File: src/rtl/root_err_collector.sv
module root_err_collector #(
  parameter int SRC_W  = 16,
  parameter int VEC_W  = 5,
  parameter int DATA_W = 32
) (
  input  logic              clk,
  input  logic              rst_n,
  input  logic              msi_mode,
  input  logic [VEC_W-1:0]  vec_num,
  input  logic              msg_valid,
  input  logic [1:0]        msg_class,
  input  logic [SRC_W-1:0]  msg_src,
  input  logic [1:0]        reg_addr,
  input  logic              reg_wr,
  input  logic [DATA_W-1:0] reg_wdata,
  output logic [DATA_W-1:0] reg_rdata,
  output logic              irq_level,
  output logic              msi_req,
  output logic [VEC_W-1:0]  msi_vec
);
  localparam int ST_W = 7;
  localparam int B_COR = 0, B_MCOR = 1, B_UNC = 2, B_MUNC = 3, B_FF = 4, B_NF = 5, B_FAT = 6;

  logic [2:0]      cmd_q, cmd_d;
  logic [ST_W-1:0] st_q, st_d;
  logic [SRC_W-1:0] src_cor_q, src_unc_q;
  logic            msi_q;
  logic [VEC_W-1:0] vec_q;

  wire is_cor = msg_valid && (msg_class == 2'd0);
  wire is_nf  = msg_valid && (msg_class == 2'd1);
  wire is_fat = msg_valid && (msg_class == 2'd2);
  wire is_unc = is_nf || is_fat;
  wire wr_cmd = reg_wr && (reg_addr == 2'd0);
  wire wr_st  = reg_wr && (reg_addr == 2'd1);

  always_comb begin
    st_d = st_q & ~(wr_st ? reg_wdata[ST_W-1:0] : '0);
    if (is_cor) begin
      if (st_q[B_COR]) st_d[B_MCOR] = 1'b1;
      st_d[B_COR] = 1'b1;
    end
    if (is_unc) begin
      if (st_q[B_UNC]) st_d[B_MUNC] = 1'b1;
      st_d[B_UNC] = 1'b1;
    end
    if (is_nf) st_d[B_NF] = 1'b1;
    if (is_fat) begin
      st_d[B_FAT] = 1'b1;
      if (!st_q[B_UNC]) st_d[B_FF] = 1'b1;
    end
    cmd_d = wr_cmd ? reg_wdata[2:0] : cmd_q;
  end

  wire [2:0] cls_now  = {st_q[B_FAT], st_q[B_NF], st_q[B_COR]};
  wire [2:0] cls_next = {st_d[B_FAT], st_d[B_NF], st_d[B_COR]};
  wire cond_now  = |(cmd_q & cls_now);
  wire cond_next = |(cmd_d & cls_next);

  always_ff @(posedge clk or negedge rst_n) begin
    if (!rst_n) begin
      cmd_q     <= '0;
      st_q      <= '0;
      src_cor_q <= '0;
      src_unc_q <= '0;
      msi_q     <= 1'b0;
      vec_q     <= '0;
    end else begin
      cmd_q <= cmd_d;
      st_q  <= st_d;
      if (is_cor && !st_q[B_COR]) src_cor_q <= msg_src;
      if (is_unc && !st_q[B_UNC]) src_unc_q <= msg_src;
      msi_q <= msi_mode && cond_next && !cond_now;
      vec_q <= vec_num;
    end
  end

  always_comb begin
    reg_rdata = '0;
    case (reg_addr)
      2'd0: reg_rdata[2:0] = cmd_q;
      2'd1: begin
        reg_rdata[ST_W-1:0] = st_q;
        reg_rdata[DATA_W-1 -: VEC_W] = vec_num;
      end
      2'd2: begin
        reg_rdata[SRC_W-1:0]     = src_cor_q;
        reg_rdata[SRC_W +: SRC_W] = src_unc_q;
      end
      default: reg_rdata = '0;
    endcase
  end

  assign irq_level = !msi_mode && cond_now;
  assign msi_req   = msi_q;
  assign msi_vec   = vec_q;

  AST_MULTI_COR_NEEDS_PRIOR: assert property (@(posedge clk) disable iff (!rst_n)
    $rose(st_q[B_MCOR]) |-> $past(st_q[B_COR]));
  AST_COR_SRC_HOLD: assert property (@(posedge clk) disable iff (!rst_n)
    ($past(st_q[B_COR]) && st_q[B_COR]) |-> $stable(src_cor_q));
  AST_UNC_SRC_HOLD: assert property (@(posedge clk) disable iff (!rst_n)
    ($past(st_q[B_UNC]) && st_q[B_UNC]) |-> $stable(src_unc_q));
  AST_FIRST_FATAL_ONLY: assert property (@(posedge clk) disable iff (!rst_n)
    $rose(st_q[B_FF]) |-> !$past(st_q[B_UNC]));
  AST_MSI_SINGLE: assert property (@(posedge clk) disable iff (!rst_n)
    msi_req |=> !msi_req);
  AST_MSI_MODE_ONLY: assert property (@(posedge clk) disable iff (!rst_n)
    msi_req |-> $past(msi_mode));
endmodule

File: config.mk
export PLATFORM = sky130hd
export DESIGN_NAME = root_err_collector
export DESIGN_NICKNAME = d
export VERILOG_FILES = /design/src/rtl/root_err_collector.sv
export SDC_FILE = /design/constraint.sdc
export NUM_CORES = 1
export LEC_CHECK = 0
export BUFFER_PORTS_ARGS = -buffer_cell sky130_fd_sc_hd__buf_2
export CAP_MARGIN = 10
export CORE_ASPECT_RATIO = 0.9
export CORE_MARGIN = 1.5
export CORE_UTILIZATION = 47
export CTS_CLUSTER_SIZE = 20
export DETAILED_ROUTE_END_ITERATION = 8
export GPL_ROUTABILITY_DRIVEN = 0
export PLACE_DENSITY = 0.8
export SLEW_MARGIN = 10
export SYNTH_ARGS = -nofsm -noshare
export SYNTH_HDL_FRONTEND = slang
export SYNTH_SLANG_ARGS = --single-unit
File: constraint.sdc
create_clock -name clk -period 1.5 [get_ports clk]
set_input_delay 0.15 -clock clk [delete_from_list [all_inputs] [get_ports clk]]
set_output_delay 0.15 -clock clk [all_outputs]
set_load 0.03 [all_outputs]
==> reports/results.ini <==
[die]
die-area_sq_um = 5230
die_h_um = 68.7
io_pins = 101
die-width_um = 76.0
coreArea_sq_um = 4550
initial_utilization_pct = 49.6
num_rows = 23

[final_layout]
final_layout_size_suffix_gt1_share_pct = 51.5
layout.cells.non_filler = 332
diodes = 0
final_cell_area_sq_um = 2970
finalNetCount = 335
area_growth_pct = 31.7

[timing]
finalHoldViolations = 0
maxSlewViolCount = 0
fmax_ghz = 0.644
max-slew-margin-rel_pct = 66.8
rsz0062_at_grt = true
fin_crit_sh_pct = 103
max_slew.worst_pin.slew_ns = 0.498
layout_setup_ws_ns = -0.0519
holdWs_ns = 0.0814
finalClockSkew_ns = 0.0101
min_period_ns = 1.55
setup_viol = 2

[flow_run]
drv_cap = 0

[routing]
vias = 1665
antenna_left = 0
wl_mm = 4.95
routedWlPerCell_um = 14.9
viasPerCell = 5.02
drc = 0
drt_iter0_markers = 114
drtPass1Iterations = 4

[cts]
h-tree-depth = 2
cts_tree = done
clkLatencyLatePin_ns = 0.30
root_buffer = clkbuf_8
clkTransAtPathRegs_ns = 0.08
clockBufferDepth = 2
cts.sinks = 48
numCtsBuffers = 5

[logic_synthesis]
ys_seq_area_share_pct = 53.2
syn_avg_cell_area_sq_um = 13.0
syn-cell-area_sq_um = 2260
ys_ff_latch = 48
ys_types = 31
ys_warn_count = 0
syn_inst = 174
synthTopCellsByArea = dfrtp_1 53%, mux2_2 12%, mux2_4 6.7%, and2_1 5.5%, a22oi_1 3.0%
yosys.area.top_type = dfrtp_1
synth.top_cell.area_share_pct = 53.2
syn_nets = 240

[placed_design]
dp_cells = 316
port_buffers = 75
placed_area_sq_um = 2780
dp_hpwl_mm = 3.76
pre_cts_ws_ns = -0.0555

[worst_setup_path]
r2r-end = src_unc_q[14]$_DFFE_PN0P_
crit_path_start_kind = flip-flop
reg2regPathDepth = 4
slowest_delay_ns = 0.45
critPathRequiredTime_ns = 1.35
r2r_start = st_q[2]$_DFF_PN0_
rrSetupSlack_ns = 0.19
cp_slowest_cell = a222oi_1
worstPathMaxFanout = 4
worstSetupPathType = flip-flop to primary output
critPathCaptureType = primary output
crit_chain = a222oi_1, nor2_1, buf_4
crit_buf_inv = 1
cp.arrival_ns = 1.40
critPathTopFamily = compound AO/OA/AOI/OAI gates

[min_path]
hold_class = primary input to flip-flop
min_to = msi_req$_DFF_PN0_
hold_path.startpoint = msi_mode
hold_depth = 3

[outcome]
failed_checks = setup timing
outcome = finished, violations left

[global_route]
grt_pass1_vias = 1608
gr-total-overflow = 0
grt_usage_pct = 19.6
grt_max_degree = 28
grt_pass1_wl_mm = 7.81
antenna_found_initial = 0

[power_and_ir_drop]
ir_drop_v = 0.000854
p_leak_nw = 1.48
total_power_mw = 3.88
powerDensity_nw_per_um2 = 1300

layer usage:
layer / track usage, % / wire (um)
met1: 26.6 / 2130
met2: 32.3 / 2480
met3: 4.08 / 271
met4: 6.25 / 72
met5: 0 / 0
synth_stat cells:
master	n
dfrtp_1	48
mux2_2	24
and2_1	20
mux2_4	10
a22oi_1	9
nor2b_1	9
nand3_1	7
nand2_1	6
inv_1	5
a222oi_1	4
ha_1	4
nor2_1	4
clkbuf_1	3
a32o_1	2
buf_2	2
buf_6	2
a21boi_0	1
a21o_1	1
a21oi_1	1
a22o_1	1
and2b_1	1
buf_1	1
buf_12	1
mux2i_1	1
nand2_2	1
nand3b_1	1
nor2_8	1
nor3b_2	1
o21ai_0	1
o2bb2a_1	1
xor2_1	1
flip-flops by register name (all words and copies together), names as in the netlist:
signal / flops
src_cor_q: 16
src_unc_q: 16
st_q: 7
msi_vec: 5
cmd_q: 3
msi_req: 1
report_power, final:
part | switching [mW] | internal (mW)
Combinational | 0.572 | 0.626
Sequential | 0.224 | 1.70
Clock | 0.430 | 0.325
Total | 1.23 | 2.65
cell type report:
cell class                      instances  area, sq um
Clock buffer                            5         68.8
Inverter                                5         18.8
Multi-Input combinational cell        112          983
Timing Repair Buffer                   97          601
Tap cell                               62         77.6
Fill cell                             380         1580
Sequential cell                        48         1200
Clock inverter                          3         18.8
worst min-delay path: cells and delay by family:
family | cells | cell delay (ns)
and+or+nand+nor | 1 | 0.05
buffers and inverters | 1 | 0.11
AOI/OAI and AO/OA | 1 | 0.04
worst max-delay path by stage:
stage / start / slack, ns / end / cells after the start
2_1_floorplan: reg_addr[1] / 0.009 / reg_rdata[1] / 6
3_3_place_gp: reg_addr[0] / -0.002 / reg_rdata[31] / 7
3_5_place_dp: reg_addr[0] / -0.06 / reg_rdata[31] / 7
4_1_cts: st_q[0]$_DFF_PN0_ / -0.05 / irq_level / 3
5_1_grt: st_q[0]$_DFF_PN0_ / -0.14 / irq_level / 3
6_report: st_q[0]$_DFF_PN0_ / -0.05 / irq_level / 3
metrics by stage:
stage	utilization (%)	setup TNS [ns]
floorplan	-	0
global placement	61.2	-0.00236
detailed placement	61.2	-0.149
CTS	64.6	-0.0951
global route	65.3	-0.294
finish	65.3	-0.0963
what timing repair did:
item | in CTS | in global routing
buffers inserted | 0 | 2
hold endpoints to repair | 26 | 0
endpoints found under the setup margin | 7 | 8
pin swaps | 2 | 3
resized for setup | 3 | 5
hold buffers | 6 | 0
placed cells by master, fill, tap and decap left out, types with 3 or more instances in the layout:
cell	instances
dfrtp_1	47
nand3_1	7
clkbuf_8	5
mux2_2	24
nand2_1	6
inv_1	5
and2_1	20
a222oi_1	4
mux2_4	10
buf_4	15
a22oi_1	9
buf_12	3
nor2b_1	9
dlygate4sd3_1	6
buf_2	72
nor2_1	4
cell families (layout without fill, tap and decap cells):
group	count (synthesis)	count (layout)	synth area share [%]
XOR/XNOR	1	1	0.388
flip-flops	48	48	53.2
AO/OA/AOI/OAI	21	21	7.60
multiplexers	35	35	19.1
adder cells (fa/ha/maj)	4	4	2.22
buffers and inverters	14	110	3.83
AND/OR/NAND/NOR	51	51	13.6
Power figures use the tool's default switching activity.
